<file path="config.mk">
export PLATFORM = sky130hd
export DESIGN_NAME = scl_clk_gen
export DESIGN_NICKNAME = d
export VERILOG_FILES = /design/src/rtl/scl_gen_pkg.sv /design/src/rtl/scl_div_decode.sv /design/src/rtl/scl_in_sync.sv /design/src/rtl/scl_phase_timer.sv /design/src/rtl/scl_clk_gen.sv
export SDC_FILE = /design/constraint.sdc
export NUM_CORES = 1
export LEC_CHECK = 0
export ABC_AREA = 1
export ABC_CLOCK_PERIOD_IN_PS = 2700
export BUFFER_PORTS_ARGS = -buffer_cell sky130_fd_sc_hd__buf_2
export CORE_AREA = 2 2 76 78
export DETAILED_ROUTE_END_ITERATION = 12
export DIE_AREA = 0 0 78 80
export PLACE_DENSITY = 0.83
export SKIP_LAST_GASP = 1
export SYNTH_ARGS = -nofsm -noshare
export SYNTH_HDL_FRONTEND = slang
export SYNTH_SLANG_ARGS = --single-unit
</file>
<file path="constraint.sdc">
create_clock -name clk_i -period 2.7 [get_ports clk_i]
set_clock_uncertainty 0.05 [all_clocks]
set_input_delay 0.54 -clock clk_i [delete_from_list [all_inputs] [get_ports clk_i]]
set_output_delay 0.54 -clock clk_i [all_outputs]
set_load 0.05 [all_outputs]
</file>
<file path="src/rtl/scl_gen_pkg.sv">
`timescale 1ns/1ps
package scl_gen_pkg;
  typedef enum logic [1:0] {
    PH_IDLE = 2'd0,
    PH_LOW  = 2'd1,
    PH_HIGH = 2'd2
  } scl_phase_e;

  typedef enum logic {
    SCL_STD  = 1'b0,
    SCL_FAST = 1'b1
  } scl_mode_e;
endpackage

</file>
<file path="src/rtl/scl_div_decode.sv">
`timescale 1ns/1ps
module scl_div_decode
  import scl_gen_pkg::*;
#(
  parameter int REG_W   = 8,
  parameter int CC_LO_W = 7,
  parameter int CC_HI_W = 5,
  parameter int CC_MIN  = 2,
  parameter int LEN_W   = 14
) (
  input  logic [REG_W-1:0] ctl_i,
  input  logic [REG_W-1:0] ext_i,
  output logic [LEN_W-1:0] low_len_o,
  output logic [LEN_W-1:0] high_len_o
);
  localparam int DIV_W = CC_LO_W + CC_HI_W;

  logic [DIV_W-1:0] cc, cc_eff;
  scl_mode_e mode;
  logic [REG_W-CC_HI_W-1:0] unused_ext;

  assign unused_ext = ext_i[REG_W-1:CC_HI_W];
  assign cc     = {ext_i[CC_HI_W-1:0], ctl_i[CC_LO_W-1:0]};
  assign mode   = scl_mode_e'(ctl_i[REG_W-1]);
  assign cc_eff = (cc < DIV_W'(CC_MIN)) ? DIV_W'(CC_MIN) : cc;

  assign high_len_o = LEN_W'(cc_eff) + LEN_W'(2);

  always_comb begin
    if (mode == SCL_FAST) low_len_o = (LEN_W'(cc_eff) << 1) + LEN_W'(4);
    else                  low_len_o = LEN_W'(cc_eff) + LEN_W'(3);
  end
endmodule

</file>
<file path="src/rtl/scl_in_sync.sv">
`timescale 1ns/1ps
module scl_in_sync #(
  parameter int STAGES = 0
) (
  input  logic clk_i,
  input  logic rst_ni,
  input  logic scl_i,
  output logic scl_o
);
  generate
    if (STAGES == 0) begin : g_direct
      assign scl_o = scl_i;
    end else begin : g_flops
      logic [STAGES-1:0] sync_q;
      always_ff @(posedge clk_i or negedge rst_ni) begin
        if (!rst_ni) sync_q <= '1;
        else         sync_q <= {sync_q[STAGES-2 >= 0 ? STAGES-2 : 0:0], scl_i};
      end
      assign scl_o = sync_q[STAGES-1];
    end
  endgenerate
endmodule

</file>
<file path="src/rtl/scl_phase_timer.sv">
`timescale 1ns/1ps
module scl_phase_timer
  import scl_gen_pkg::*;
#(
  parameter int LEN_W = 14
) (
  input  logic             clk_i,
  input  logic             rst_ni,
  input  logic             run_i,
  input  logic             scl_high_i,
  input  logic [LEN_W-1:0] low_len_i,
  input  logic [LEN_W-1:0] high_len_i,
  output logic             pull_o,
  output logic             low_stb_o,
  output logic             rel_stb_o
);
  scl_phase_e       st_q;
  logic [LEN_W-1:0] cnt_q, hi_q;
  logic             pull_q, lstb_q, rstb_q;

  always_ff @(posedge clk_i or negedge rst_ni) begin
    if (!rst_ni) begin
      st_q   <= PH_IDLE;
      cnt_q  <= '0;
      hi_q   <= '0;
      pull_q <= 1'b0;
      lstb_q <= 1'b0;
      rstb_q <= 1'b0;
    end else begin
      lstb_q <= 1'b0;
      rstb_q <= 1'b0;
      unique case (st_q)
        PH_IDLE: begin
          if (run_i) begin
            st_q   <= PH_LOW;
            pull_q <= 1'b1;
            lstb_q <= 1'b1;
            cnt_q  <= low_len_i - LEN_W'(1);
            hi_q   <= high_len_i;
          end
        end
        PH_LOW: begin
          if (cnt_q == '0) begin
            st_q   <= PH_HIGH;
            pull_q <= 1'b0;
            rstb_q <= 1'b1;
            cnt_q  <= hi_q - LEN_W'(1);
          end else begin
            cnt_q <= cnt_q - LEN_W'(1);
          end
        end
        PH_HIGH: begin
          // count only while the line is really high (stretch support)
          if (scl_high_i) begin
            if (cnt_q == '0) begin
              if (run_i) begin
                st_q   <= PH_LOW;
                pull_q <= 1'b1;
                lstb_q <= 1'b1;
                cnt_q  <= low_len_i - LEN_W'(1);
                hi_q   <= high_len_i;
              end else begin
                st_q <= PH_IDLE;
              end
            end else begin
              cnt_q <= cnt_q - LEN_W'(1);
            end
          end
        end
        default: st_q <= PH_IDLE;
      endcase
    end
  end

  assign pull_o    = pull_q;
  assign low_stb_o = lstb_q;
  assign rel_stb_o = rstb_q;

  AST_STRETCH_HOLD: assert property (@(posedge clk_i) disable iff (!rst_ni)
    (st_q == PH_HIGH && !scl_high_i) |=> (st_q == PH_HIGH && $stable(cnt_q)));
  AST_IDLE_RELEASED: assert property (@(posedge clk_i) disable iff (!rst_ni)
    (st_q == PH_IDLE) |-> !pull_o);
  AST_LOW_STB_EDGE: assert property (@(posedge clk_i) disable iff (!rst_ni)
    low_stb_o |-> (pull_o && !$past(pull_o)));
  AST_REL_STB_EDGE: assert property (@(posedge clk_i) disable iff (!rst_ni)
    rel_stb_o |-> (!pull_o && $past(pull_o)));
  AST_LOW_LONGER: assert property (@(posedge clk_i) disable iff (!rst_ni)
    low_len_i > high_len_i);
endmodule

</file>
<file path="src/rtl/scl_clk_gen.sv">
`timescale 1ns/1ps
module scl_clk_gen #(
  parameter int REG_W       = 8,
  parameter int CC_LO_W     = 7,
  parameter int CC_HI_W     = 5,
  parameter int CC_MIN      = 2,
  parameter int SYNC_STAGES = 0
) (
  input  logic             clk_i,
  input  logic             rst_ni,
  input  logic             run_i,
  input  logic [REG_W-1:0] clk_ctl_i,
  input  logic [REG_W-1:0] clk_ext_i,
  input  logic             scl_i,
  output logic             scl_pull_o,
  output logic             scl_low_stb_o,
  output logic             scl_rel_stb_o
);
  localparam int DIV_W = CC_LO_W + CC_HI_W;
  localparam int LEN_W = DIV_W + 2;

  logic [LEN_W-1:0] low_len, high_len;
  logic             scl_sensed;

  scl_div_decode #(
    .REG_W(REG_W), .CC_LO_W(CC_LO_W), .CC_HI_W(CC_HI_W),
    .CC_MIN(CC_MIN), .LEN_W(LEN_W)
  ) u_dec (
    .ctl_i      (clk_ctl_i),
    .ext_i      (clk_ext_i),
    .low_len_o  (low_len),
    .high_len_o (high_len)
  );

  scl_in_sync #(.STAGES(SYNC_STAGES)) u_sync (
    .clk_i  (clk_i),
    .rst_ni (rst_ni),
    .scl_i  (scl_i),
    .scl_o  (scl_sensed)
  );

  scl_phase_timer #(.LEN_W(LEN_W)) u_tmr (
    .clk_i      (clk_i),
    .rst_ni     (rst_ni),
    .run_i      (run_i),
    .scl_high_i (scl_sensed),
    .low_len_i  (low_len),
    .high_len_i (high_len),
    .pull_o     (scl_pull_o),
    .low_stb_o  (scl_low_stb_o),
    .rel_stb_o  (scl_rel_stb_o)
  );

  AST_STB_EXCLUSIVE: assert property (@(posedge clk_i) disable iff (!rst_ni)
    !(scl_low_stb_o && scl_rel_stb_o));
  AST_HIGH_MIN: assert property (@(posedge clk_i) disable iff (!rst_ni)
    high_len >= LEN_W'(CC_MIN + 2));
endmodule

</file>
# --- After elaboration in Yosys (flattened, before gate mapping) ---
# Index checks and enable logic that the tools add are counted.
word_totals:
  output_inout_bits: 3
  input_bits: 20
  register_bits: 33
classes:
  n_eq_ne: 6
  add_sub_neg: 6
  n_reduce_logical: 8
  magnitude_cmp: 1
  n_mux: 28
op_table:
  columns: ["op", "count"]
  rows:
  - ["2-to-1 mux 14 bit", 8]
  - ["one-hot mux 14 bit (3 select lines)", 1]
  - ["subtractor 14 x 1 -> 14 bit (second input constant)", 3]
  - ["one-hot mux 14 bit (2 select lines)", 1]
  - ["adder 12 x 2 -> 13 bit (second input constant)", 2]
  - ["adder 13 x 3 -> 14 bit (second input constant)", 1]
  - ["logical NOT 14 bit", 1]
  - ["< comparator 12 x 2 -> 1 bit (second input constant)", 1]
  - ["2-to-1 mux 12 bit", 1]
  - ["2-to-1 mux 1 bit", 10]
  - ["2-to-1 mux 2 bit", 4]
  - ["AND reduction 4 bit", 2]
  - ["one-hot mux 2 bit (3 select lines)", 1]
  - ["inequality test 2 x 1 -> 1 bit (second input constant)", 2]
  - ["inequality test 2 bit (second input constant)", 2]
  - ["one-hot mux 1 bit (3 select lines)", 1]
  - ["AND reduction 3 bit", 1]
  - ["nonzero test 3 bit", 1]
  - ["equality test 2 x 1 -> 1 bit (second input constant)", 1]
  - ["equality test 2 bit (second input constant)", 1]
  - ["logical NOT 2 bit", 1]
  - ["one-hot mux 1 bit (2 select lines)", 1]
  - ["AND reduction 2 bit", 1]
  - ["nonzero test 2 bit", 1]

# --- Depth between registers and ports, before layout ---
# Gate-level depths: netlist (run 1).
logic_depth:
  depth_word: 9
  depth_mapped: 24

# --- Modules after synthesis ---
# Synthesis (run 1) repeated with hierarchy kept, for this count alone.
unflattened:
  hier_cells: 571
  hier_area_um2: 3607.2
modules_own_cells:
  columns: ["module", "seq_area_each_um2", "cells_per_inst", "n_inst", "area_each_um2"]
  rows:
  - ["scl_phase_timer", 825.8, 437, 1, 2926.6]
  - ["scl_div_decode", 0.0, 133, 1, 673.1]
  - ["scl_in_sync", 0.0, 1, 1, 7.5]

# --- Least setup slack after synthesis (run 1) ---
# OpenSTA, ideal clock, no wires.
synth_timing:
  path_type: "input port to flip-flop"
  startpoint: "input clk_ctl_i[3]"
  endpoint: "register u_tmr.cnt_q[10]"
  required_time_ns: 2.533
  arrival_time_ns: 2.653
  path_stages: 20
  slack_ns: -0.120
  path_cell_list: "buf_6 -> nor2_1 -> nand2_1 -> nor2_2 -> nand2_4 -> nand2_4 -> inv_1 -> ha_1 -> nor2_2 -> nand3_1 -> a31oi_2 -> nand3_1 -> nor2_4 -> nand2_2 -> o21ai_1 -> nand2_1 -> nand2_1 -> nand2_1 -> nand3_1 -> nand2_1"
synth_via:
  elab_chain_len: 9
synth_lines:
  columns: ["element", "line_no", "source"]
  rows:
  - ["from (decl)", "scl_clk_gen.sv:12", "input logic [REG_W-1:0] clk_ctl_i,"]
  - ["< comparator 12 x 2 -> 1 bit", "scl_div_decode.sv:25", "assign cc_eff = (cc < DIV_W'(CC_MIN)) ? DIV_W'(CC_MIN) : cc;"]
  - ["2-to-1 mux 12 bit (*)", "scl_div_decode.sv:25", null]
  - ["adder 13 x 3 -> 14 bit or adder 12 x 2 -> 13 bit (tied branches)", "scl_div_decode.sv:30, scl_div_decode.sv:31", null]
  - ["2-to-1 mux 14 bit (*)", "scl_div_decode.sv:30", "if (mode == SCL_FAST) low_len_o = (LEN_W'(cc_eff) << 1) + LEN_W'(4);"]
  - ["subtractor 14 x 1 -> 14 bit (*)", "scl_phase_timer.sv:38, scl_phase_timer.sv:60", null]
  - ["2-to-1 mux 14 bit (*)", "scl_phase_timer.sv:34, scl_phase_timer.sv:56", null]
  - ["2-to-1 mux 14 bit", "scl_phase_timer.sv:55", "if (cnt_q == '0) begin"]
  - ["2-to-1 mux 14 bit", "scl_phase_timer.sv:54", "if (scl_high_i) begin"]
  - ["one-hot mux 14 bit (3 select lines) (*)", "scl_phase_timer.sv:32", "unique case (st_q)"]
  - ["to (signal assigned)", "scl_phase_timer.sv:38", "cnt_q <= low_len_i - LEN_W'(1);"]
  - ["to (signal assigned)", "scl_phase_timer.sv:60", "cnt_q <= low_len_i - LEN_W'(1);"]
  - ["to (signal assigned)", "scl_phase_timer.sv:66", "cnt_q <= cnt_q - LEN_W'(1);"]
  - ["to (decl)", "scl_phase_timer.sv:18", "logic [LEN_W-1:0] cnt_q, hi_q;"]
# Every way passes the cells marked *; elsewhere a longest branch is shown, timed or not. The select of a mux whose other input is x is not followed.
# A chain may end at the register's enable or synchronous reset.

# --- Worst setup path after layout (run 1) ---
layout_timing:
  startpoint: "input clk_ctl_i[2]"
  endpoint: "register u_tmr.cnt_q[10]"
# The elaborated chain is that of the path after synthesis.

==> results of run 1 <==
==> layer usage <==
layer	vias to the layer above	part of all wire	GRT usage
met4	0	0.033	0.102
met2	155	0.50	0.564
met1	1693	0.42	0.348
met3	35	0.048	0.0294
met5	-	0	0
li1	1807	-	-
==> sequential cells by signal, indices dropped and copies added, names as in the netlist <==
| signal | count |
|---|---|
| u_tmr.st_q | 2 |
| u_tmr.hi_q | 13 |
| u_tmr.low_stb_o | 1 |
| u_tmr.rel_stb_o | 1 |
| u_tmr.cnt_q | 14 |
| u_tmr.pull_o | 1 |
==> per-stage QoR <==
stage / power [mW] / cell area, um^2
detailed placement: 2.83 / 3800
CTS: 3.19 / 3890
floorplan: 2.32 / 3320
global route: 3.58 / 4120
finish: 3.28 / 4120
global placement: 2.74 / 3800
==> path summary, 6_finish.rpt <==
| path | slack [ps] | startpoint | endpoint | depth (start not counted) |
|---|---|---|---|---|
| min reg2reg | 480 | u_tmr.pull_o | u_tmr.pull_o | 2 |
| min | 260 | rst_ni | u_tmr.pull_o | 1 |
| max | -60 | clk_ctl_i[2] | u_tmr.cnt_q[10] | 22 |
| max reg2reg | 190 | u_tmr.cnt_q[0] | u_tmr.cnt_q[9] | 14 |
| max in group asynchronous | 1870 | rst_ni | u_tmr.cnt_q[6] | 1 |
| min in group clk_i | 480 | u_tmr.pull_o | u_tmr.pull_o | 2 |
==> worst reg2reg max path: stages (launching register included) <==
cell	delay, ps
dfrtp_1	380
inv_1	120
ha_1	230
nand2_1	80
nor2_2	110
nand2_1	140
nor2_4	170
nand4_2	180
nor2_1	190
inv_1	90
nand2_1	210
inv_1	120
a21oi_1	120
o21ai_1	80
a22oi_1	150
==> power by group through the flow <==
stage / clock, mW / combinational (mW) / sequential, mW
floorplan: 0 / 1.42 / 0.897
global placement: 0 / 1.82 / 0.921
detailed placement: 0 / 1.89 / 0.935
CTS: 0.355 / 1.91 / 0.928
global route: 0.370 / 2.25 / 0.965
finish: 0.358 / 1.99 / 0.938
==> area by class of cell <==
class,instances,share of cell area
flip-flops and latches,32,0.194
well taps,72,0.0219
clock buffers,5,0.0167
inverters,72,0.0674
multi-input cells,392,0.565
repair buffers,75,0.131
clock inverters,2,0.00304
==> cells in the mapped netlist (3+ instances only) <==
cell        n  area [um^2]
nand2_1   117          439
inv_1      64          240
nor2_1     47          176
o21ai_0    41          205
nand3_1    40          200
dfrtp_1    32          801
a21oi_1    25          125
xor2_1     23          201
ha_1       10          125
nand2_2     7         43.8
nor3_1      7         35.0
nand4_1     6         37.5
o21ai_1     6         30.0
a31oi_1     5         31.3
clkbuf_1    5         18.8
inv_2       5         18.8
nand2_4     5         56.3
nor2_2      5         31.3
o211ai_1    5         37.5
o21bai_1    4         30.0
o22ai_1     4         25.0
a22oi_1     3         22.5
buf_2       3         15.0
nand3b_1    3         22.5
nor2_4      3         33.8
o221ai_1    3         26.3
o31ai_1     3         22.5
==> kinds of logic after synthesis <==
logic type,after synthesis,synth area share
simple gates,253,0.364
buf+inv,84,0.104
flops,32,0.244
compound gates,104,0.183
fa+ha+maj,10,0.0381
xor+xnor,25,0.0666
==> what timing repair did <==
action | CTS | global route
buffers inserted | 0 | 6
endpoints found under the setup margin | 3 | 9
gates resized for setup | 1 | 43
pin swaps | 2 | 33
==> metrics.csv, run 1 <==
metric,value,unit
Hold Path Class,in2async,
async set or reset register ratio after synthesis,1.00,
TNS Setup,-158,ps
Longest Clk Path Bufs,2,
Worst-path clk slew,70,ps
Clock Power Share,0.109,
internal power,1.62,mW
per-cell routed wire length,14.5,um
final WL,9.43,mm
failing checks,negative setup slack,
Rows,27,
crit-path max FO,5,
most frequent CP cell,nand3_1,
period utilization,1.02,
kind of critical path,in2reg,
setup violators final,3,
Final Hold Violating Endpoints,0,
Hold Slack,256,ps
Congestion Overflow GR,0,
chip width,78,um
Synth warnings,0,
placed cells,637,
Max Cap Viol,0,
"Slew Viols, Final",0,
Root Driver,clkbuf_8,
placer congestion estimate,0.909,
Ant. Diodes,0,
final cell count without fillers,650,
"commonest non-fill, non-tap cell in the layout",nand2_1,
"EDFF count, synth",0,
initial antenna violation count,0,
first-pass GRT wire length,15.0,mm
Synth Flop Type,dfrtp_1,
minimum clock period,2760,ps
die span in y,80,um
CTS sink cnt,32,
Slew @ Worst Pin,728,ps
pin count of the biggest net entering global routing,33,
H-tree depth,2,
Post-Syn Area,3290,um^2
share of cells above drive strength 1,0.260,
status,finished with violations,
"Seq/Total Area, Yosys",0.244,
Final nets,608,
Pleak,2.04,nW
Arrival @ worst endpoint,2890,ps
number of global-route vias before repair,3488,
worst path required time,2830,ps
largest stage delay on the critical path,240,ps
Starting Density,0.608,
clk_lat worst skew,290,ps
Flop pwr share,0.286,
Initial DRC Count,280,
peak supply drop,0.000545,V
Reg area,801,um^2
footprint of the multi-input gates,2330,um^2
residual DRC count,0,
synth unique cells,46,
vias per inst,5.68,
fin worst setup slack,-59.8,ps
vias post-DR,3690,
boundary pin count,23,
Critical-path top delay cell,or2_4,
PD cells,796,nW/um^2
post-DP HPWL,6.88,mm
Sw Share,0.507,
Comb pwr share,0.605,
filler cell count in the final layout,393,
Syn Area/Cell,6.47,um^2
CTS tree,built,
core area,5410,um^2
crit path cell chain,buf_6 -> or2_4 -> nor2_4 -> nand2_4 -> nand2_4 -> inv_4 -> buf_4 -> ha_2 -> inv_1 -> nor2_1 -> nand3_1 -> nand3_1 -> nand3_2 -> nand3_4 -> nor2_4 -> nand2_2 -> o21ai_2 -> nand2_2 -> nand3_2 -> nand2_1 -> nand3_1 -> nand2_1,
GR Util All Layers,0.297,
Worst setup EP type,flip-flop,
die area,6240,um^2
drt pass-1 iters,5,
CP Launch Type,input pin,
"antenna viol nets, final",0,
CTS buffer count,5,
Sw Pwr,1.66,mW
"delay-heaviest family, CP",simple AND/OR/NAND/NOR gates,
max_slew headroom,0.515,
PortBufs,19,
syn_nets,538,
hold_buf cts,0,
Synth Register Bits,32,
fmax,0.362,GHz
Setup WS pre-CTS,-344,ps
Post-Syn Instances,508,
worst path bufs/invs,4,
most frequent cells in the layout,"113 x nand2_1, 63 x inv_1, 56 x buf_4, 42 x nor2_1, 37 x o21ai_0",
RSZ-0062 raised after global routing,yes,
final core utilization,0.762,
Area growth syn-to-layout,25.4,%
(Power assumes the default switching activity.)
==> run 2: changes to the inputs <==
- ABC_CLOCK_PERIOD_IN_PS: 2700 -> 3500
- CORE_AREA: 2 2 76 78 -> 2 2 74 76
- DIE_AREA: 0 0 78 80 -> 0 0 76 78
- PLACE_DENSITY: 0.83 -> 0.87
- clock period: 2.7 -> 3.5 ns (I/O delays scaled with it)
==> metrics.csv, run 2 (same netlist as run 1, synthesis figures left out) <==
metric,value,unit,change
power consumption,2.47,mW,-25%
"commonest non-fill, non-tap cell in the layout",nand2_1,,
core area,5040,um^2,-6.7%
post-DP HPWL,6.27,mm,-8.9%
fin area,3530,um^2,-14%
TNS Setup,0,ps,+158 ps
residual DRC count,0,,unchanged
Critical Path Start,u_tmr.st_q[0],,
CP Launch Type,flip-flop,,
die span in y,78,um,-2.5%
post_cts resized,0,,-1
Setup WS pre-CTS,0.0973,ps,+344 ps
final WL,8.33,mm,-12%
share of cells above drive strength 1,0.129,,-0.130
hold_buf cts,0,,unchanged
placed cells,589,,-7.5%
"antenna viol nets, final",0,,unchanged
fmax,0.311,GHz,
crit path cell chain,inv_1 -> ha_1 -> inv_1 -> nor2_1 -> nor2_1 -> inv_1 -> a41oi_1 -> a22oi_1,,
placed inst area,3430,um^2,-9.8%
Root Driver,clkbuf_8,,
status,completed,,
Hold Path Class,in2async,,
period utilization,0.919,,
Regs by FF count,"u_tmr.cnt_q (14), u_tmr.hi_q (13), u_tmr.st_q (2)",,
max reg flops,14,,unchanged
Final Hold Violating Endpoints,0,,unchanged
Critical-path top delay cell,nor2_1,,
RSZ-0062 raised after global routing,no,,
Ant. Diodes,0,,unchanged
setup violators final,0,,-3
peak supply drop,0.000314,V,-42%
Pleak,1.75,nW,-14%
kind of critical path,reg2reg,,
filler cell count in the final layout,449,,+14%
per-cell routed wire length,13.9,um,-3.9%
fin worst setup slack,283,ps,+343 ps
Top reg by flops,u_tmr.cnt_q,,
PortBufs,19,,unchanged
chip width,76,um,-2.6%
worst path bufs/invs,3,,-1
Congestion Overflow GR,0,,unchanged
GR Util All Layers,0.288,,-0.00892
Slew @ Worst Pin,1100,ps,+372 ps
Rows,26,,-3.7%
number of global-route vias before repair,3205,,-8.1%
FF-to-FF Start,u_tmr.st_q[0],,
"delay-heaviest family, CP",simple AND/OR/NAND/NOR gates,,
Initial DRC Count,415,,+48%
vias post-DR,3489,,-5.4%
Longest Clk Path Bufs,2,,unchanged
die area,5930,um^2,-5.0%
Worst setup EP type,flip-flop,,
CTS sink cnt,32,,unchanged
Starting Density,0.652,,+0.0438
Final nets,556,,-8.6%
Arrival @ worst endpoint,3320,ps,+430 ps
"Slew Viols, Final",0,,unchanged
PD cells,699,nW/um^2,-12%
most frequent CP cell,inv_1,,
max_slew headroom,0.264,,-0.250
Area growth syn-to-layout,7.27,%,
clk_lat worst skew,290,ps,about the same
final core utilization,0.699,,-0.0630
largest stage delay on the critical path,830,ps,+590 ps
crit-path max FO,16,,+11
first-pass GRT wire length,14.0,mm,-6.5%
CTS buffer count,5,,unchanged
Max Cap Viol,0,,unchanged
Worst-path clk slew,70,ps,about the same
placer congestion estimate,0.959,,+5.6%
CTS tree,built,,
worst path required time,3600,ps,+770 ps
minimum clock period,3220,ps,
final cell count without fillers,597,,-8.2%
H-tree depth,2,,unchanged
drt pass-1 iters,5,,unchanged
vias per inst,5.84,,+2.9%
setup bufs post-CTS,0,,unchanged
most frequent cells in the layout,"117 x nand2_1, 64 x inv_1, 47 x nor2_1, 41 x o21ai_0, 40 x nand3_1",,
initial antenna violation count,0,,unchanged
Hold Slack,392,ps,+136 ps
boundary pin count,23,,unchanged
pin count of the biggest net entering global routing,33,,unchanged
-- run 2: cell count changes in the layout (fill, tap and decap cells not counted), sizes merged --
cell | previous run | this run
buf | 75 | 23
clkbuf | 5 | 6
clkinv | 4 | 5
clkinvlp | 1 | 0
-- run 2: worst paths after layout --
kind	end	slack, ps	cells past startpoint
min reg2reg	u_tmr.hi_q[7]	490	2
max	u_tmr.cnt_q[9]	280	8
max in group asynchronous	u_tmr.cnt_q[5]	2530	1
max reg2reg	u_tmr.cnt_q[9]	280	8
min in group clk_i	u_tmr.hi_q[7]	490	2
min	u_tmr.cnt_q[3]	390	1
-- run 2: power breakdown --
group          total [mW]  switching [mW]  internal [mW]  leakage [nW]
sequential          0.728           0.185          0.544         0.393
clock               0.301           0.144          0.157        0.0510
combinational        1.44           0.934          0.503          1.31
-- run 2: cell type report --
type | count | area (um^2) | share of cell area
Multi-Input combinational cell | 392 | 2150 | 0.609
Sequential cell | 32 | 801 | 0.227
Inverter | 72 | 272 | 0.0770
Timing Repair Buffer | 23 | 125 | 0.0355
Tap cell | 70 | 87.6 | 0.0248
Clock buffer | 6 | 82.6 | 0.0234
Clock inverter | 2 | 10.0 | 0.00284
-- run 2: per-layer routing --
metal	wire length, um	global-route usage	vias up
li1	-	-	1712
met1	3550	0.356	1597
met2	4010	0.510	156
met3	542	0.0314	24
met4	230	0.127	0
met5	0	0	-
